**src/rtl/rxq_pkg.sv**
```systemverilog
// Shared constants and types for the receive descriptor write-back engine.
package rxq_pkg;
    typedef enum logic [2:0] {
        ST_IDLE, ST_FETCH, ST_WAIT, ST_STREAM, ST_STORE, ST_DECIDE, ST_WRBACK
    } rxq_state_t;

    typedef enum logic [1:0] {
        FR_UNICAST, FR_MULTICAST, FR_BROADCAST
    } frame_kind_t;

    localparam int          DESC_BYTES    = 32;       // descriptor stride in bytes
    localparam int          DESC_RD_WORDS = 3;        // control, sizes, buffer address
    localparam int          RUNT_LIMIT    = 12;       // shortest frame that is stored
    localparam int          CRC_BYTES     = 4;        // added to the reported length
    localparam int          OWN_BIT       = 31;       // ownership in descriptor word 0
    localparam int          WRAP_BIT      = 15;       // end of ring in descriptor word 1
    localparam int          BCAST_SPAN    = 6;        // address bytes for broadcast
    localparam logic [15:0] CTL_FLAGS     = 16'h0300; // first and last segment flags
endpackage

```
**src/rtl/rxq_ring_ptr.sv**
```systemverilog
// Ring pointer for the receive descriptor list.
// Holds the ring base and the current descriptor address. A load sets both.
// On an advance, the pointer steps one descriptor forward or, at the end of
// the ring, returns to the base. Assumes load and advance come from
// independent sources; load wins.
module rxq_ring_ptr
    import rxq_pkg::*;
#(
    parameter int ADDR_W = 32
)(
    input  logic              clk,
    input  logic              rst_n,
    input  logic              base_load,
    input  logic [ADDR_W-1:0] base_in,
    input  logic              advance,
    input  logic              wrap,
    output logic [ADDR_W-1:0] ptr
);
    localparam logic [ADDR_W-1:0] STEP = ADDR_W'(DESC_BYTES);

    logic [ADDR_W-1:0] base_q;

    // Purpose: keep the base and move the current pointer.
    always_ff @(posedge clk) begin
        if (!rst_n) begin
            base_q <= '0;
            ptr    <= '0;
        end else if (base_load) begin
            base_q <= base_in;
            ptr    <= base_in;
        end else if (advance) begin
            ptr <= wrap ? base_q : ptr + STEP;
        end
    end

    a_r6_wrap_reload: assert property (@(posedge clk) disable iff (!rst_n)
        (advance && wrap && !base_load) |=> (ptr == base_q));
    a_r6_load_sets_ptr: assert property (@(posedge clk) disable iff (!rst_n)
        base_load |=> (ptr == $past(base_in)));
endmodule

```
**src/rtl/rxq_classifier.sv**
```systemverilog
// Destination classifier.
// Watches every byte taken from the stream and reports whether the frame is
// unicast, multicast or broadcast. The index input is the position of the
// byte being taken and the length input is the number of bytes taken so far.
// Cleared at the start of each frame.
module rxq_classifier
    import rxq_pkg::*;
#(
    parameter int LEN_W = 14
)(
    input  logic             clk,
    input  logic             rst_n,
    input  logic             clear,
    input  logic             take,
    input  logic [LEN_W-1:0] idx,
    input  logic [7:0]       data,
    input  logic [LEN_W-1:0] frame_len,
    output frame_kind_t      kind
);
    localparam logic [LEN_W-1:0] SPAN = LEN_W'(BCAST_SPAN);

    logic group_bit;
    logic all_ones;

    // Purpose: record the group bit of byte 0 and whether the address is all ones.
    always_ff @(posedge clk) begin
        if (!rst_n || clear) begin
            group_bit <= 1'b0;
            all_ones  <= 1'b1;
        end else if (take) begin
            if (idx == '0)
                group_bit <= data[0];
            if (idx < SPAN && data != 8'hFF)
                all_ones <= 1'b0;
        end
    end

    // Purpose: turn the recorded flags into a frame kind.
    always_comb begin
        if (all_ones && frame_len >= SPAN)
            kind = FR_BROADCAST;
        else if (group_bit)
            kind = FR_MULTICAST;
        else
            kind = FR_UNICAST;
    end

    a_r7_bcast_has_group_bit: assert property (@(posedge clk) disable iff (!rst_n)
        (kind == FR_BROADCAST) |-> group_bit);
endmodule

```
**src/rtl/rxq_packer.sv**
```systemverilog
// Byte-to-word packer.
// Places stream bytes into the lanes of a 32-bit little-endian word. It
// reports the word as full after four bytes or after the last byte of a
// frame, and the lane enables then mark the valid bytes. Assumes the caller
// never offers a byte while the word is full, and that each frame starts
// on lane 0 (clear at frame start).
module rxq_packer (
    input  logic        clk,
    input  logic        rst_n,
    input  logic        clear,
    input  logic        take,
    input  logic [7:0]  data,
    input  logic        last,
    input  logic        drain,
    output logic [31:0] word,
    output logic [3:0]  be,
    output logic        full
);
    logic [1:0] lane;

    // Purpose: fill lanes, flag a complete word, empty it when written.
    always_ff @(posedge clk) begin
        if (!rst_n || clear) begin
            lane <= '0;
            word <= '0;
            be   <= '0;
            full <= 1'b0;
        end else if (drain) begin
            be   <= '0;
            full <= 1'b0;
        end else if (take) begin
            word[8*lane +: 8] <= data;
            be[lane]          <= 1'b1;
            lane              <= lane + 2'd1;
            if (lane == 2'd3 || last)
                full <= 1'b1;
        end
    end

    a_r4_no_take_when_full: assert property (@(posedge clk) disable iff (!rst_n)
        take |-> !full);
    a_r4_lanes_contiguous: assert property (@(posedge clk) disable iff (!rst_n)
        full |-> (be == 4'b0001 || be == 4'b0011 || be == 4'b0111 || be == 4'b1111));
endmodule

```
**src/rtl/rxq_stats.sv**
```systemverilog
// Receive statistics.
// On each accepted frame, counts the frame, counts multicast and broadcast
// frames by kind, and adds length plus the CRC allowance to the byte total.
// Counters wrap at their width.
module rxq_stats
    import rxq_pkg::*;
#(
    parameter int LEN_W    = 14,
    parameter int FRAMES_W = 16,
    parameter int BYTES_W  = 24
)(
    input  logic                clk,
    input  logic                rst_n,
    input  logic                commit,
    input  frame_kind_t         kind,
    input  logic [LEN_W-1:0]    frame_len,
    output logic [FRAMES_W-1:0] cnt_frames,
    output logic [FRAMES_W-1:0] cnt_mcast,
    output logic [FRAMES_W-1:0] cnt_bcast,
    output logic [BYTES_W-1:0]  cnt_bytes
);
    localparam logic [FRAMES_W-1:0] ONE = FRAMES_W'(1);

    // Purpose: update the totals when a frame is accepted.
    always_ff @(posedge clk) begin
        if (!rst_n) begin
            cnt_frames <= '0;
            cnt_mcast  <= '0;
            cnt_bcast  <= '0;
            cnt_bytes  <= '0;
        end else if (commit) begin
            cnt_frames <= cnt_frames + ONE;
            if (kind == FR_MULTICAST)
                cnt_mcast <= cnt_mcast + ONE;
            if (kind == FR_BROADCAST)
                cnt_bcast <= cnt_bcast + ONE;
            cnt_bytes <= cnt_bytes + BYTES_W'(frame_len) + BYTES_W'(CRC_BYTES);
        end
    end

    a_r7_frames_step: assert property (@(posedge clk) disable iff (!rst_n)
        commit |=> (cnt_frames == $past(cnt_frames) + ONE));
    a_r8_bytes_hold: assert property (@(posedge clk) disable iff (!rst_n)
        !commit |=> $stable(cnt_bytes));
endmodule

```
**src/rtl/rxq_store_engine.sv**
```systemverilog
// Receive descriptor write-back engine (top).
// For each frame: fetches three descriptor words at the ring pointer, streams
// the bytes into the buffer (if owned), then decides the outcome. A runt or
// an unowned descriptor is dropped with its own events; otherwise the control
// word is written back, the pointer moves and the statistics update.
// Assumes: one memory request is in flight at a time, read data returns in
// order on mem_rvalid, buffer addresses are word-aligned, and frames fit in
// LEN_W bits.
module rxq_store_engine
    import rxq_pkg::*;
#(
    parameter int ADDR_W   = 32,
    parameter int LEN_W    = 14,
    parameter int FRAMES_W = 16,
    parameter int BYTES_W  = 24
)(
    input  logic                clk,
    input  logic                rst_n,
    input  logic                rx_enable,
    input  logic                ring_base_wr,
    input  logic [ADDR_W-1:0]   ring_base,
    input  logic                in_valid,
    input  logic [7:0]          in_data,
    input  logic                in_last,
    output logic                in_ready,
    output logic                mem_req,
    output logic                mem_we,
    output logic [ADDR_W-1:0]   mem_addr,
    output logic [31:0]         mem_wdata,
    output logic [3:0]          mem_be,
    input  logic                mem_gnt,
    input  logic                mem_rvalid,
    input  logic [31:0]         mem_rdata,
    output logic                ev_rx_done,
    output logic                ev_normal,
    output logic                ev_buf_unavail,
    output logic                ev_abnormal,
    output logic [FRAMES_W-1:0] cnt_frames,
    output logic [FRAMES_W-1:0] cnt_mcast,
    output logic [FRAMES_W-1:0] cnt_bcast,
    output logic [BYTES_W-1:0]  cnt_bytes
);
    localparam logic [LEN_W-1:0]  MIN_LEN   = LEN_W'(RUNT_LIMIT);
    localparam logic [LEN_W-1:0]  CRC_ADD   = LEN_W'(CRC_BYTES);
    localparam logic [1:0]        LAST_RD   = 2'(DESC_RD_WORDS - 1);
    localparam logic [ADDR_W-1:0] WORD_STEP = ADDR_W'(4);

    rxq_state_t        state;
    logic [1:0]        rd_idx;
    logic              desc_own;
    logic              desc_wrap;
    logic              last_q;
    logic [ADDR_W-1:0] wr_addr;
    logic [LEN_W-1:0]  frame_len;
    logic [ADDR_W-1:0] ring_ptr;
    logic              frame_start;
    logic              take;
    logic              commit;
    logic              pk_full;
    logic [31:0]       pk_word;
    logic [3:0]        pk_be;
    logic [31:0]       wb_word;
    frame_kind_t       kind;

    assign frame_start = (state == ST_IDLE) && in_valid && rx_enable;
    assign in_ready    = (state == ST_STREAM) && !pk_full && !last_q;
    assign take        = in_ready && in_valid;
    assign commit      = (state == ST_WRBACK) && mem_gnt;

    // Purpose: form the completion control word from the frame length.
    always_comb begin
        wb_word               = '0;
        wb_word[15:0]         = CTL_FLAGS;
        wb_word[16 +: LEN_W]  = frame_len + CRC_ADD;
    end

    // Purpose: drive the single memory request port from the current state.
    always_comb begin
        mem_req   = 1'b0;
        mem_we    = 1'b0;
        mem_addr  = ring_ptr;
        mem_wdata = wb_word;
        mem_be    = 4'hF;
        unique case (state)
            ST_FETCH: begin
                mem_req  = 1'b1;
                mem_addr = ring_ptr + ADDR_W'({rd_idx, 2'b00});
            end
            ST_STORE: begin
                mem_req   = 1'b1;
                mem_we    = 1'b1;
                mem_addr  = wr_addr;
                mem_wdata = pk_word;
                mem_be    = pk_be;
            end
            ST_WRBACK: begin
                mem_req = 1'b1;
                mem_we  = 1'b1;
            end
            default: ;
        endcase
    end

    // Purpose: sequence fetch, stream, decision and write-back; pulse events.
    always_ff @(posedge clk) begin
        if (!rst_n) begin
            state          <= ST_IDLE;
            rd_idx         <= '0;
            desc_own       <= 1'b0;
            desc_wrap      <= 1'b0;
            last_q         <= 1'b0;
            wr_addr        <= '0;
            frame_len      <= '0;
            ev_rx_done     <= 1'b0;
            ev_normal      <= 1'b0;
            ev_buf_unavail <= 1'b0;
            ev_abnormal    <= 1'b0;
        end else begin
            ev_rx_done     <= 1'b0;
            ev_normal      <= 1'b0;
            ev_buf_unavail <= 1'b0;
            ev_abnormal    <= 1'b0;
            if (take) begin
                frame_len <= frame_len + LEN_W'(1);
                if (in_last)
                    last_q <= 1'b1;
            end
            unique case (state)
                ST_IDLE: begin
                    if (frame_start) begin
                        rd_idx    <= '0;
                        last_q    <= 1'b0;
                        frame_len <= '0;
                        state     <= ST_FETCH;
                    end
                end
                ST_FETCH: begin
                    if (mem_gnt)
                        state <= ST_WAIT;
                end
                ST_WAIT: begin
                    if (mem_rvalid) begin
                        unique case (rd_idx)
                            2'd0:    desc_own  <= mem_rdata[OWN_BIT];
                            2'd1:    desc_wrap <= mem_rdata[WRAP_BIT];
                            default: wr_addr   <= mem_rdata[ADDR_W-1:0];
                        endcase
                        if (rd_idx == LAST_RD) begin
                            state <= ST_STREAM;
                        end else begin
                            rd_idx <= rd_idx + 2'd1;
                            state  <= ST_FETCH;
                        end
                    end
                end
                ST_STREAM: begin
                    if (pk_full)
                        state <= ST_STORE;
                    else if (last_q && !desc_own)
                        state <= ST_DECIDE;
                end
                ST_STORE: begin
                    if (mem_gnt) begin
                        wr_addr <= wr_addr + WORD_STEP;
                        state   <= last_q ? ST_DECIDE : ST_STREAM;
                    end
                end
                ST_DECIDE: begin
                    if (frame_len < MIN_LEN) begin
                        ev_rx_done <= 1'b1;
                        ev_normal  <= 1'b1;
                        state      <= ST_IDLE;
                    end else if (!desc_own) begin
                        ev_buf_unavail <= 1'b1;
                        ev_abnormal    <= 1'b1;
                        state          <= ST_IDLE;
                    end else begin
                        state <= ST_WRBACK;
                    end
                end
                ST_WRBACK: begin
                    if (mem_gnt) begin
                        ev_rx_done <= 1'b1;
                        ev_normal  <= 1'b1;
                        state      <= ST_IDLE;
                    end
                end
                default: state <= ST_IDLE;
            endcase
        end
    end

    rxq_ring_ptr #(.ADDR_W(ADDR_W)) u_ptr (
        .clk       (clk),
        .rst_n     (rst_n),
        .base_load (ring_base_wr),
        .base_in   (ring_base),
        .advance   (commit),
        .wrap      (desc_wrap),
        .ptr       (ring_ptr)
    );

    rxq_classifier #(.LEN_W(LEN_W)) u_class (
        .clk       (clk),
        .rst_n     (rst_n),
        .clear     (frame_start),
        .take      (take),
        .idx       (frame_len),
        .data      (in_data),
        .frame_len (frame_len),
        .kind      (kind)
    );

    rxq_packer u_pack (
        .clk   (clk),
        .rst_n (rst_n),
        .clear (frame_start),
        .take  (take && desc_own),
        .data  (in_data),
        .last  (in_last),
        .drain ((state == ST_STORE) && mem_gnt),
        .word  (pk_word),
        .be    (pk_be),
        .full  (pk_full)
    );

    rxq_stats #(.LEN_W(LEN_W), .FRAMES_W(FRAMES_W), .BYTES_W(BYTES_W)) u_stats (
        .clk        (clk),
        .rst_n      (rst_n),
        .commit     (commit),
        .kind       (kind),
        .frame_len  (frame_len),
        .cnt_frames (cnt_frames),
        .cnt_mcast  (cnt_mcast),
        .cnt_bcast  (cnt_bcast),
        .cnt_bytes  (cnt_bytes)
    );

    a_r1_refuse_when_disabled: assert property (@(posedge clk) disable iff (!rst_n)
        (state == ST_IDLE && !rx_enable) |=> (state == ST_IDLE));
    a_r2_no_commit_on_runt: assert property (@(posedge clk) disable iff (!rst_n)
        commit |-> (frame_len >= MIN_LEN));
    a_r4_request_held: assert property (@(posedge clk) disable iff (!rst_n)
        (mem_req && !mem_gnt) |=> (mem_req && $stable(mem_addr)));
    a_r9_single_outcome: assert property (@(posedge clk) disable iff (!rst_n)
        $onehot0({ev_rx_done, ev_buf_unavail}));
    a_r9_done_with_normal: assert property (@(posedge clk) disable iff (!rst_n)
        ev_rx_done |-> ev_normal);
    a_r3_unavail_with_abnormal: assert property (@(posedge clk) disable iff (!rst_n)
        ev_buf_unavail |-> ev_abnormal);
endmodule

```
**config.mk**
```make
export PLATFORM = sky130hd
export DESIGN_NAME = rxq_store_engine
export DESIGN_NICKNAME = d
export VERILOG_FILES = /design/src/rtl/rxq_pkg.sv /design/src/rtl/rxq_ring_ptr.sv /design/src/rtl/rxq_classifier.sv /design/src/rtl/rxq_packer.sv /design/src/rtl/rxq_stats.sv /design/src/rtl/rxq_store_engine.sv
export SDC_FILE = /design/constraint.sdc
export NUM_CORES = 1
export LEC_CHECK = 0
export ABC_AREA = 0
export BUFFER_PORTS_ARGS = -buffer_cell sky130_fd_sc_hd__buf_4
export CORE_ASPECT_RATIO = 1.2
export CORE_MARGIN = 2
export CORE_UTILIZATION = 60
export DETAILED_ROUTE_END_ITERATION = 10
export PLACE_DENSITY = 0.85
export SLEW_MARGIN = 30
export SYNTH_ARGS = -nofsm -noshare
export SYNTH_HDL_FRONTEND = slang
export SYNTH_SLANG_ARGS = --single-unit
```
**constraint.sdc**
```tcl
create_clock -name clk -period 5.1 [get_ports clk]
set_input_delay 0.765 -clock clk [delete_from_list [all_inputs] [get_ports clk]]
set_output_delay 0.765 -clock clk [all_outputs]
set_load 0.01 [all_outputs]
```
==> results of run 1 <==
==> layout make-up <==
| cell class | count | area (µm²) | share of cell area (%) |
|---|---|---|---|
| Sequential cell | 233 | 4664 | 29.41 |
| Clock inverter | 13 | 180.2 | 1.136 |
| Multi-Input combinational cell | 1378 | 8088 | 50.99 |
| Inverter | 33 | 126.4 | 0.7967 |
| Clock buffer | 33 | 695.7 | 4.386 |
| Tap cell | 274 | 342.8 | 2.161 |
| Timing Repair Buffer | 235 | 1764 | 11.12 |
==> worst paths after layout <==
path / startpoint / to / slack (ps)
worst min register to register: u_pack.word[31]$_SDFFE_PP0P_ / u_pack.word[31]$_SDFFE_PP0P_ / 450
worst max-delay path: state[0]$_SDFFE_PN0P_ / mem_addr[24] / 960
worst min-delay path: u_pack.word[31]$_SDFFE_PP0P_ / u_pack.word[31]$_SDFFE_PP0P_ / 450
worst max register to register: state[2]$_SDFFE_PN0P_ / wr_addr[26]$_SDFFE_PN0P_ / 1900
==> cell families after synthesis <==
family | Yosys count
compound gates | 425
fa+ha+maj | 53
mux | 31
simple gates | 794
xor+xnor | 75
flops | 233
buf+inv | 145
==> worst register-to-register path: stages, from the launching register on <==
cell and delay, ps:
sky130_fd_sc_hd__dfxtp_1 640, sky130_fd_sc_hd__nor3b_2 540, sky130_fd_sc_hd__buf_4 470, sky130_fd_sc_hd__nand2_1 210
sky130_fd_sc_hd__and2_2 420, sky130_fd_sc_hd__or4_1 460, sky130_fd_sc_hd__or3_1 310, sky130_fd_sc_hd__nand4_1 90
==> power groups by stage <==
| stage | clock (W) | combinational, W | sequential (W) |
|---|---|---|---|
| after floorplan | 0 | 0.000367 | 0.00194 |
| after global placement | 0 | 0.000535 | 0.00199 |
| after detailed placement | 0 | 0.000545 | 0.00200 |
| after CTS | 0.00196 | 0.000548 | 0.00196 |
| after global routing | 0.00203 | 0.000608 | 0.00197 |
| final | 0.00194 | 0.000561 | 0.00196 |
==> flip-flops by register name, indices dropped and copies added, names as in the netlist <==
signal / flops
last_q: 1
ev_normal: 1
u_stats.cnt_bytes: 24
rd_idx: 2
u_stats.cnt_bcast: 16
u_pack.full: 1
desc_wrap: 1
u_pack.lane: 2
u_pack.be: 4
u_class.group_bit: 1
state: 3
u_pack.word: 32
u_stats.cnt_mcast: 16
u_ptr.base_q: 32
desc_own: 1
ev_abnormal: 1
wr_addr: 32
u_ptr.ptr: 32
frame_len: 14
u_class.all_ones: 1
u_stats.cnt_frames: 16
==> placed cells by master (no fill, tap or decap), types with 8 or more instances in the layout <==
cell,n
sky130_fd_sc_hd__nor4_1,26
sky130_fd_sc_hd__nor3_1,33
sky130_fd_sc_hd__a22oi_1,10
sky130_fd_sc_hd__dfxtp_1,233
sky130_fd_sc_hd__a211oi_1,10
sky130_fd_sc_hd__ha_1,51
sky130_fd_sc_hd__a21oi_1,176
sky130_fd_sc_hd__mux2i_1,30
sky130_fd_sc_hd__or3_1,20
sky130_fd_sc_hd__nand2_1,275
sky130_fd_sc_hd__o21ai_0,99
sky130_fd_sc_hd__nand3_1,107
sky130_fd_sc_hd__nor2b_1,8
sky130_fd_sc_hd__inv_1,32
sky130_fd_sc_hd__clkbuf_16,25
sky130_fd_sc_hd__nand4_1,35
sky130_fd_sc_hd__o22ai_1,9
sky130_fd_sc_hd__and3_1,30
sky130_fd_sc_hd__nand2b_1,28
sky130_fd_sc_hd__and2_1,31
sky130_fd_sc_hd__a31oi_1,15
sky130_fd_sc_hd__xor2_1,27
sky130_fd_sc_hd__o31ai_1,11
sky130_fd_sc_hd__nor2_1,153
sky130_fd_sc_hd__xnor2_1,48
sky130_fd_sc_hd__buf_4,235
sky130_fd_sc_hd__a21o_1,11
sky130_fd_sc_hd__o211ai_1,24
==> per-layer routing <==
layer / share of wire (%) / wire length (µm) / GRT usage [%]
met5: 0 / 0 / 0
met4: 4.4 / 1851 / 14.83
met3: 8.3 / 3520 / 5.319
met2: 49 / 20540 / 59.62
met1: 39 / 16400 / 42.55
==> per-stage QoR <==
stage                     cells  hold WS [ps]  util (%)  worst slack, ps  cell area (µm²)
final                      2199         446.0     73.08            960.8            15860
after floorplan            1756         426.8         -             2344            13260
after global routing       2199         456.7     73.08            798.2            15860
after global placement     2153         434.2     68.94             1749            14960
after detailed placement   2153         440.0     68.98             1669            14970
after CTS                  2199         447.2     73.02             1091            15850
==> results list, run 1 <==
- The flow ran to the end, and the final reports show no timing, DRC or antenna violations.
- Design internal power: 0.003254 W
- For the worst flop-to-flop path, the logic depth is 7.
- Power spread over the standard cell area amounts to 281.8 nW/µm².
- Summing internal, switching and leakage power gives 0.004469 W.
- In this run the worst path has a maximum fanout of 18.
- Reg power frac: 44.0%
* Delay of the slowest critical-path stage: 880 ps
- Counting instances, the worst hold path has a depth of 2.
- The first global-routing pass estimated 66,900 µm of wire.
* Fill count: between 1.5k and 2k
- Post-detail-place hpwl: 29,710 µm
- The Yosys step of the flow raised 0 warnings.
- Counting both buffers and inverters, the worst setup path holds a total of 1.
- Max-slew violation count: 0
* Post-synth top flop: sky130_fd_sc_hd__dfxtp_1
- CTS built an H-tree with a depth of 1.
- After global routing the overflow that remains totals 0.
- Synthesis produced 1,756 cells.
- In this run, distinct cell masters in the synthesized netlist total 73.
- In this run, synthesis inferred 0 flip-flops with an integrated enable.
* Initial Util: between 60% and 70%
* Netlist area before placement: 13,260 µm²
- Critical-path cell list: nor3b_1 -> nand2_1 -> or3_1 -> nand3_1 -> buf_4
- Cells with a size suffix above 1 make up 15.74% of the layout.
* Simple-gate share of the synthesized area: approximately 29%
- Fraction of post-synthesis cell area in the top cell type by area: a little over a third
* CTS root buf: sky130_fd_sc_hd__clkbuf_16
- Diode count: 0
- Setup violators final: 0
- The final critical path takes up 81.16% of the cycle.
* First DRT Iteration DRCs: 1,387
* Antenna violations before repair: 0
* First-pass iteration count of the detailed router: 5
- Largest family of logic cells by synthesized area: simple AND/OR/NAND/NOR gates
* Required time of the critical path: 4340 ps
* Total die area: 23,310 µm²
- Number of I/O port buffers: between 200 and 250
- Count of hold buffers inserted by post-cts repair: 0
- All-layer global routing usage: between 30% and 40%
- Maximum clock insertion buffer count: 3
- Routability-driven placement congestion ratio: approximately 0.98
* Average via count per standard cell: 6.348
* Synthesized-area fraction occupied by ao, oa, aoi and oai cells: between 10% and 20%
- Final nets: 2,039
- Area grow syn2layout: 19.59%
- Broken down by cell family, the worst path's largest delay share belongs to simple AND/OR/NAND/NOR gates.
- Net switching is roughly 27% of the power.
- At the pin with the least slew margin, the transition time is about 1000 ps.
* Worst Setup Start Kind: flip-flop
- Via count of the routed design: about 14k
* Count of state elements after synthesis: 233
- DRC violation count after routing: 0
- Wires add up to approximately 42,000 µm.
- The analysis attributes to net switching a power of 0.001215 W.
- Headroom to the max-slew limit: 32.86%
* Leak pwr: between 6 and 7 nW
* Top cell type by total area after synthesis: sky130_fd_sc_hd__dfxtp_1
- Max_cap viols: 0
* Minimum clock period after layout: 4139 ps
* Unrepaired setup endpoints after global routing: no
- In this run the number of cells on the critical path is 5.
- Xor/xnor share of the synthesized area: between 4 and 5%
- Pin placement for this block handled around 230 I/O pins.
- In the synthesized netlist the async set-or-reset flop fraction comes to 0%.
* Max VDD drop: 358.0 µV
* Final setup skew: between 20 and 25 ps
* TritonCTS clock tree: yes
- Sorting the synthesized cells by area gives the leading types as sky130_fd_sc_hd__dfxtp_1, sky130_fd_sc_hd__nand2_1, sky130_fd_sc_hd__a21oi_1, sky130_fd_sc_hd__ha_1, sky130_fd_sc_hd__nor2_1.
- Post-CTS repair timing setup buffer count: 0
- CP Capture Type: output pin
- Data arrival time of the critical path: 3370 ps
* Post-CTS clock slew at the launch and capture registers of the worst setup and hold paths: about 60 ps
* Leading cell type by number of instances after synthesis: sky130_fd_sc_hd__nand2_1
- Synthesis produced a netlist with a net count of between 1.5k and 2k.
- Combinational logic is responsible for 12.5% of the overall power.
- Total core area: 21,700 µm²
* X dimension of the die: ~140 µm
* Routed wire length per instance: 19.24 µm
- Entering global routing, the biggest net connects 73 pins.
- The number of gates resized after CTS was 0.
* Antenna-violating nets left: 0
- Type of the worst min-delay path: flip-flop to flip-flop
- By count the netlist is led by sky130_fd_sc_hd__nand2_1, sky130_fd_sc_hd__dfxtp_1, sky130_fd_sc_hd__a21oi_1.
- Row generation in the floorplan step produced between 50 and 60 rows.
- Post-synthesis sequential area ratio: 35.17%
- Measured against the total synthesized area, the mux share comes to 2.349%.
- The final number of hold-violating endpoints was 0.
- The setup path with the least slack is of type flip-flop to output pin.
- The later pin in the worst-skew pair is clocked with a latency of between 500 and 600 ps.
- Per report_power, the clock group accounts for 43.5% of the total.
* Sum of negative setup slack: 0 ps
- CTS saw 233 sinks.
- Measured along the y axis, the die boundary spans around 170 µm.
* FMAX: ~0.24 GHz
- Number of buffers created by CTS: 25
* Vias in the first global route: roughly 13k
- Post-synthesis adder-cell area fraction: 5.113%
- Each instance of the synthesized netlist takes up on average 7.553 µm².
* Highest-delay cell along the critical path: sky130_fd_sc_hd__nor3b_1
(Power assumes the default switching activity.)
==> run 2: changes to the inputs <==
--- a/config.mk
+++ b/config.mk
@@ -9,9 +9,9 @@
 export BUFFER_PORTS_ARGS = -buffer_cell sky130_fd_sc_hd__buf_4
 export CORE_ASPECT_RATIO = 1.2
 export CORE_MARGIN = 2
-export CORE_UTILIZATION = 60
+export CORE_UTILIZATION = 57
 export DETAILED_ROUTE_END_ITERATION = 10
-export PLACE_DENSITY = 0.85
+export PLACE_DENSITY = 0.82
 export SLEW_MARGIN = 30
 export SYNTH_ARGS = -nofsm -noshare
 export SYNTH_HDL_FRONTEND = slang
==> constraint.sdc (replaced) <==
create_clock -name clk -period 3.9 [get_ports clk]
set_input_delay 0.585 -clock clk [delete_from_list [all_inputs] [get_ports clk]]
set_output_delay 0.585 -clock clk [all_outputs]
set_load 0.01 [all_outputs]
==> results list, run 2 (synthesis gave the netlist of run 1 again) <==
- The type of element launching the critical path was a flip-flop (unchanged).
* TritonCTS Sinks: 233 (unchanged)
* Total die area: 24,510 µm² (was 23,310 µm²)
- The logic depth of the worst register-to-register path is 6 (was 7).
- Area grow syn2layout: 20.88% (was 19.59%)
- The final setup violation count came to 0 (unchanged).
- The final standard cell area without fillers came to 16,030 µm² (was 15,860 µm²).
- The flop-to-flop setup slack was 960 ps (was 1900 ps).
- CP Capture Type: output pin (unchanged)
* Pre-CTS setup slack: 869.8 ps (was 1669 ps)
- The worst setup skew after layout is 12.88 ps (was 20.66 ps).
- Worst setup path class: flip-flop to output pin (unchanged)
- I/O pin count: 227 (unchanged)
* Type of the worst min-delay path: input port to flip-flop (was flip-flop to flip-flop)
- The most common library cell in the layout ignoring fill and taps was sky130_fd_sc_hd__nand2_1 (unchanged).
- Leftover overflow at the end of global routing: 0 (unchanged)
* Maximum clock insertion buffer count: 3 (unchanged)
- The number of antenna violations at the first check in global routing came to 0 (unchanged).
- The cell area after placement was 15,110 µm² (was 14,970 µm²).
- The overall die height is 171.1 µm (was 166.9 µm).
* Run status: completed (unchanged)
- Crit path setup slack, layout: 307.9 ps (was 960.8 ps)
- WHS Endpoint: last_q$_SDFF_PN0_ (was u_pack.word[31]$_SDFFE_PP0P_)
- Routability-driven placement congestion ratio: 1.004 (was 0.9752)
- Fraction of the core area covered by cells at the end of the flow: 69.55% (was 73.08%)
- Post-detail-place hpwl: 29,350 µm (was 29,710 µm)
- The via-per-instance ratio is 6.170 (was 6.348).
- Required time of the critical path: 3310 ps (was 4340 ps)
* Final clock period utilization by the worst path: 92.11%
- The capture instance of the worst register-to-register path is wr_addr[26]$_SDFFE_PN0P_ (unchanged).
- Number of I/O port buffers: 226 (unchanged)
- The remaining number of nets flagged by the antenna check after routing is 0 (unchanged).
* Wire length of the first global-routing pass: 65,270 µm (was 66,900 µm)
- Top library cells by usage in the layout, fill and taps aside: sky130_fd_sc_hd__nand2_1, sky130_fd_sc_hd__buf_4, sky130_fd_sc_hd__dfxtp_1, sky130_fd_sc_hd__a21oi_1, sky130_fd_sc_hd__nor2_1 (unchanged).
* Number of placement rows: 61 (was 59)
- Worst-Skew Late Latency: 540 ps (about the same)
- The clock tree root buffer cell is sky130_fd_sc_hd__clkbuf_16 (unchanged).
* First-pass iteration count of the detailed router: 6 (was 5)
* Total core area: 23,050 µm² (was 21,700 µm²)
- Minimum clock period after layout: 3592 ps
- The effective utilization at floorplan came to 57.54% (was 61.11%).
- The largest net degree at the start of global routing was 71 (was 73).
* Hold violation total from the final report: 0 (unchanged)
- Transition time at the pin with the least slew margin: 939.4 ps (was 1005 ps)
- The number of placed instances with taps included was 2,206 (was 2,153).
- Final nets: 2,052 (was 2,039)
- The power density over the cells came to 371.9 nW/µm² (was 281.8 nW/µm²).
- The clock-pin slew of the registers on the worst-case setup and hold paths was 60 ps (about the same).
- The count of vias placed by the detailed router was 13.89k (was 13.96k).
* Critical Path Fanout Max: 8 (was 18)
- Wire length reported by the detailed router: 41,930 µm (was 42,310 µm)
- The static leakage is 6.288 nW (was 6.209 nW).
- The number of antenna diodes is 0 (unchanged).
- X dimension of the die: 143.2 µm (was 139.7 µm)
- The worst path arrival time came to 3010 ps (was 3370 ps).
- The number of CTS-inserted buffers came to 26 (was 25).
- Headroom to the max-slew limit: 37.24% (was 32.86%)
- The number of buffers inserted for hold repair after clock tree synthesis was 0 (unchanged).
* Vias in the first global route: 12.84k (was 12.94k)
* Hold Startpoint: in_last (was u_pack.word[31]$_SDFFE_PP0P_)
- Filler-free cell count of the finished design: 2,252 (was 2,199)
- Unrepaired setup endpoints after global routing: no (unchanged)
* DRC violation count after routing: 0 (unchanged)
- The number of setup buffers added after CTS came to 0 (unchanged).
- The max-slew violation count was 0 (unchanged).
- Static timing analysis puts the maximum clock frequency at 0.2784 GHz.
- The TritonCTS clock tree is yes (unchanged).
- Fraction of final layout cells sized beyond drive strength 1: 16.16% (was 15.74%)
- The total routing usage reported by global routing came to 32.76% (was 34.49%).
- Number of H-tree branching levels: 1 (unchanged)
* Sum of negative setup slack: 0 ps (unchanged)
* First DRT Iteration DRCs: 1,429 (was 1,387)
- Max VDD drop: 302.9 µV (was 358.0 µV)
- R2R Path Start: state[1]$_SDFFE_PN0P_ (was state[2]$_SDFFE_PN0P_)
- The worst hold path stage count is 3 (was 2).
* Resized Gates After CTS: 0 (unchanged)
* Routed wire length per instance: 18.62 µm (was 19.24 µm)
- The max-capacitance violation count is 0 (unchanged).
-- run 2: cell types whose count changed in the layout (fill, tap and decap cells not counted), moves of 2 or more --
cell,delta
sky130_fd_sc_hd__buf_4,+12
sky130_fd_sc_hd__nor3b_1,+2
sky130_fd_sc_hd__clkbuf_16,+2
sky130_fd_sc_hd__nor3b_2,-2
-- run 2: report_power, final --
| group | internal (W) | switching [W] |
|---|---|---|
| registers | 0.00245 | 0.000120 |
| logic | 0.000302 | 0.000456 |
| clock network | 0.00161 | 0.00103 |
| total | 0.00435 | 0.00161 |
-- run 2: area by class of cell --
class	instances	area [µm²]
Multi-Input combinational cell	1378	8075
Fill cell	1949	7018
Tap cell	315	394.1
Clock buffer	34	742.0
Clock inverter	12	175.2
Inverter	33	126.4
Sequential cell	233	4664
Timing Repair Buffer	247	1854
-- run 2: per-layer routing --
layer | routed length, µm | track usage (%) | vias to the layer above | part of all wire [%]
li1 | - | - | 6581 | -
met1 | 15950 | 39.66 | 6459 | 38
met2 | 19890 | 55.36 | 697 | 47
met3 | 3948 | 6.605 | 157 | 9.4
met4 | 2138 | 16.11 | 0 | 5.1
met5 | 0 | 0 | - | 0
-- run 2: stage by stage --
step,power (W),hold slack [ps]
final,0.005963,293.5
after global routing,0.006155,306.8
after CTS,0.005963,286.5
after detailed placement,0.003346,440.9
after global placement,0.003332,434.5
after floorplan,0.003022,426.8
-- run 2: worst max-delay path by stage --
stage / start / to / slack, ps
after floorplan: u_ptr.ptr[5]$_SDFFE_PN0P_ / mem_addr[29] / 1320
after global placement: u_ptr.ptr[5]$_SDFFE_PN0P_ / mem_addr[29] / 1000
after detailed placement: state[1]$_SDFFE_PN0P_ / wr_addr[26]$_SDFFE_PN0P_ / 870
after CTS: u_ptr.ptr[5]$_SDFFE_PN0P_ / mem_addr[29] / 340
after global routing: u_ptr.ptr[5]$_SDFFE_PN0P_ / mem_addr[29] / 190
final: u_ptr.ptr[5]$_SDFFE_PN0P_ / mem_addr[29] / 310
-- run 2: worst max-delay path, stage by stage, from the launching register on --
cell                      delay (ps)
sky130_fd_sc_hd__dfxtp_1         500
sky130_fd_sc_hd__ha_1            290
sky130_fd_sc_hd__nand4_1         220
sky130_fd_sc_hd__or3_1           420
sky130_fd_sc_hd__nor3_1          340
sky130_fd_sc_hd__nand2_1         150
sky130_fd_sc_hd__or3_1           320
sky130_fd_sc_hd__nand3_1         110
sky130_fd_sc_hd__buf_4           130
==> run 3: changes to the inputs <==
==> constraint.sdc (replaced) <==
create_clock -name clk -period 3.9 [get_ports clk]
set_input_delay 0.585 -clock clk [delete_from_list [all_inputs] [get_ports clk]]
set_output_delay 0.585 -clock clk [all_outputs]
set_load 0.05 [all_outputs]
==> results list, run 3 (synthesis gave the netlist of run 1 again) <==
- Via count of the routed design: 13.75k (was 13.89k)
- Antenna violations before repair: 0 (unchanged)
- First DRT Iteration DRCs: 1,296 (was 1,429)
- The type of the most critical hold path is input port to flip-flop (unchanged).
- Average via count per standard cell: 6.109 (was 6.170)
- The final setup violation count is 0 (unchanged).
* Chip Height: 171.1 µm (unchanged)
- Power density over the cells: 359.1 nW/µm² (was 371.9 nW/µm²)
- Reg power frac: 45.0% (was 43.0%)
- The final number of hold-violating endpoints is 0 (unchanged).
- Delay of the slowest critical-path stage: 500 ps (about the same)
- The area occupied by registers came to 4664 µm² (unchanged).
- The net count of the finished layout came to 2,050 (was 2,052).
- The worst setup skew after layout came to 19.95 ps (was 12.88 ps).
- Sw power: 0.001722 W (was 0.001610 W)
- Critical-path cell list: ha_1 -> nand4_1 -> or3_1 -> nor3_1 -> nand2_1 -> or3_1 -> nand3_1 -> buf_4 (unchanged)
* CTS root buf: sky130_fd_sc_hd__clkbuf_16 (unchanged)
- The met3 wire length came to 3495 µm (was 3948 µm).
* All-layer global routing usage: 32.92% (was 32.76%)
- The number of filler instances in the final layout was 1,992 (was 1,949).
- Headroom to the max-slew limit: 38.86% (was 37.24%)
- The pin slew with the least headroom to its limit came to 915.1 ps (was 939.4 ps).
- Max-slew violation count: 0 (unchanged)
- X dimension of the die: 143.2 µm (unchanged)
- TritonCTS Sinks: 233 (unchanged)
* First-pass iteration count of the detailed router: 7 (was 6)
* Highest metal layer used by the detailed router: met4 (unchanged)
- Number of placement rows: 61 (unchanged)
- The largest net degree at the start of global routing came to 67 (was 71).
- The end-of-flow core utilization is 68.80% (was 69.55%).
- The logic depth of the worst register-to-register path was 9 (was 6).
- Clock group share of total power: 39.1% (was 44.3%)
- The flop-to-flop setup slack is 940 ps (was 960 ps).
- The clock period minus worst slack is 3676 ps (was 3592 ps).
* Run status: completed (unchanged)
- The wire length per cell after detailed routing came to 18.43 µm (was 18.62 µm).
- Net switching fraction of the power: 30.24% (was 27.00%)
- Post-CTS repair timing setup buffer count: 0 (unchanged)
* DRC violation count after routing: 0 (unchanged)
- The capture instance of the worst register-to-register path is u_stats.cnt_bytes[23]$_SDFFE_PN0P_ (was wr_addr[26]$_SDFFE_PN0P_).
- The global placement routability congestion was 1.002 (was 1.004).
- Sum of negative setup slack: 0 ps (unchanged)
- The wire length on met1 came to 16,440 µm (was 15,950 µm).
- Post-detail-place hpwl: 29,600 µm (was 29,350 µm)
- Total core area: 23,050 µm² (unchanged)
- The category of the worst setup path capture point is an output pin (unchanged).
- Design internal power: 0.003972 W (was 0.004353 W)
* Cell mode on critical path: sky130_fd_sc_hd__or3_1 (unchanged)
- Combined area of the multi-input logic cells: 8075 µm² (unchanged)
- The effective utilization at floorplan was 57.54% (unchanged).
- Highest-delay cell along the critical path: sky130_fd_sc_hd__dfxtp_1 (unchanged)
* Max_cap viols: 0 (unchanged)
- The layout cell share with drive strength beyond 1 was 15.97% (was 16.16%).
- Maximum clock insertion buffer count: 3 (unchanged)
- The wire length after detailed routing came to 41,460 µm (was 41,930 µm).
* Data arrival time of the critical path: 3090 ps (was 3010 ps)
- Vias in the first global route: 12.74k (was 12.84k)
* R2R Path Start: frame_len[2]$_SDFF_PN0_ (was state[1]$_SDFFE_PN0P_)
- Area grow syn2layout: 19.57% (was 20.88%)
- The TritonCTS clock tree is yes (unchanged).
* Cell depth of the worst min-delay path: 3 (unchanged)
- The destination of the worst hold path was last_q$_SDFF_PN0_ (unchanged).
- The met2 layer wire length in the routed design is 19,620 µm (was 19,890 µm).
- Count of hold buffers inserted by post-cts repair: 0 (unchanged)
* Antenna-violating nets left: 0 (unchanged)
- The highest fanout seen on the critical path was 8 (unchanged).
- The launch instance of the worst min-delay path was in_last (unchanged).
* Number of H-tree branching levels: 1 (unchanged)
* Worst Setup Start Kind: flip-flop (unchanged)
- FMAX: 0.2720 GHz (was 0.2784 GHz)
- Comb pwr share: 15.9% (was 12.7%)
- The number of port buffers is 226 (unchanged).
* Family with the most delay on the worst path: simple AND/OR/NAND/NOR gates (unchanged)
- The number of buffer and inverter stages on the critical path came to 1 (unchanged).
- Final clock period utilization by the worst path: 94.27% (was 92.11%)
- Leftover overflow at the end of global routing: 0 (unchanged)
- Worst setup path class: flip-flop to output pin (unchanged)
- The clock-pin slew of the registers on the worst-case setup and hold paths came to 60 ps (about the same).
* Required time of the critical path: 3310 ps (about the same)
- I/O pin count: 227 (unchanged)
* Top library cells by usage in the layout, fill and taps aside: sky130_fd_sc_hd__nand2_1, sky130_fd_sc_hd__buf_4, sky130_fd_sc_hd__dfxtp_1, sky130_fd_sc_hd__a21oi_1, sky130_fd_sc_hd__nor2_1 (unchanged)
- Unrepaired setup endpoints after global routing: no (unchanged)
- Resized Gates After CTS: 0 (unchanged)
* Most common cell after layout, fill and taps aside: sky130_fd_sc_hd__nand2_1 (unchanged)
* Wire length of the first global-routing pass: 65,660 µm (was 65,270 µm)
* Number of buffers created by CTS: 25 (was 26)
- The number of antenna diodes came to 0 (unchanged).
* Max VDD drop: 345.6 µV (was 302.9 µV)
- The static leakage was 6.213 nW (was 6.288 nW).
- The overall die area is 24,510 µm² (unchanged).
* Worst-Skew Late Latency: 530 ps (was 540 ps)
-- run 3: changes by cell type in the layout (fill, tap and decap cells not counted) --
cell / previous run / this run
sky130_fd_sc_hd__clkinvlp_4: 2 / 1
sky130_fd_sc_hd__clkinv_2: 4 / 9
sky130_fd_sc_hd__buf_4: 247 / 246
sky130_fd_sc_hd__clkinv_4: 0 / 2
sky130_fd_sc_hd__clkbuf_16: 27 / 25
sky130_fd_sc_hd__clkbuf_8: 4 / 2
sky130_fd_sc_hd__inv_8: 1 / 0
sky130_fd_sc_hd__bufinv_16: 4 / 0
sky130_fd_sc_hd__clkbuf_1: 3 / 5
-- run 3: how the worst max path moves through the flow --
stage,startpoint,end,cells past startpoint
2_1_floorplan,rd_idx[0]$_SDFFE_PN0P_,mem_addr[10],7
3_3_place_gp,u_ptr.ptr[5]$_SDFFE_PN0P_,mem_addr[29],8
3_5_place_dp,u_ptr.ptr[5]$_SDFFE_PN0P_,mem_addr[29],8
4_1_cts,u_ptr.ptr[5]$_SDFFE_PN0P_,mem_addr[29],8
5_1_grt,u_ptr.ptr[5]$_SDFFE_PN0P_,mem_addr[29],8
6_report,u_ptr.ptr[5]$_SDFFE_PN0P_,mem_addr[29],8
-- run 3: stage by stage --
step / std cells / power [W] / setup slack (ps) / cell area (µm²) / hold slack [ps]
5_1_grt: 2250 / 0.005884 / 21.09 / 15860 / 288.6
4_1_cts: 2250 / 0.005696 / 256.7 / 15860 / 278.0
6_report: 2250 / 0.005694 / 223.6 / 15860 / 299.0
2_1_floorplan: 1756 / 0.003167 / 63.29 / 13260 / 426.8
3_3_place_gp: 2205 / 0.003478 / 894.2 / 15100 / 434.4
3_5_place_dp: 2205 / 0.003496 / 814.3 / 15110 / 439.4
-- run 3: per-layer routing --
| layer | up-vias | GRT usage [%] |
|---|---|---|
| met1 | 6382 | 41.56 |
| li1 | 6573 | - |
| met3 | 126 | 5.849 |
| met5 | - | 0 |
| met2 | 665 | 54.94 |
| met4 | 0 | 14.58 |
-- run 3: area by class of cell --
class / count / share of cell area, %
inverter: 33 / 0.7969
timing repair buffer: 246 / 11.65
multi-input combinational: 1378 / 50.92
sequential: 233 / 29.41
clock buffer: 32 / 4.237
tap: 315 / 2.485
clock inverter: 13 / 0.4971
-- run 3: worst reg2reg max path: stages (launching register included) --
cell and delay (ps):
sky130_fd_sc_hd__dfxtp_1 470, sky130_fd_sc_hd__inv_1 110, sky130_fd_sc_hd__ha_1 320, sky130_fd_sc_hd__fa_1 440, sky130_fd_sc_hd__nand2b_1 210, sky130_fd_sc_hd__a21oi_1 230, sky130_fd_sc_hd__o211ai_1 190, sky130_fd_sc_hd__a41oi_1 510
sky130_fd_sc_hd__nand4_1 190, sky130_fd_sc_hd__mux2i_1 150
-- run 3: power groups by stage --
stage / combinational, W / clock, W / sequential, W
3_5_place_dp: 0.000887 / 0 / 0.00261
3_3_place_gp: 0.000873 / 0 / 0.00260
4_1_cts: 0.000891 / 0.00225 / 0.00256
5_1_grt: 0.000963 / 0.00235 / 0.00257
2_1_floorplan: 0.000623 / 0 / 0.00254
6_report: 0.000906 / 0.00223 / 0.00256
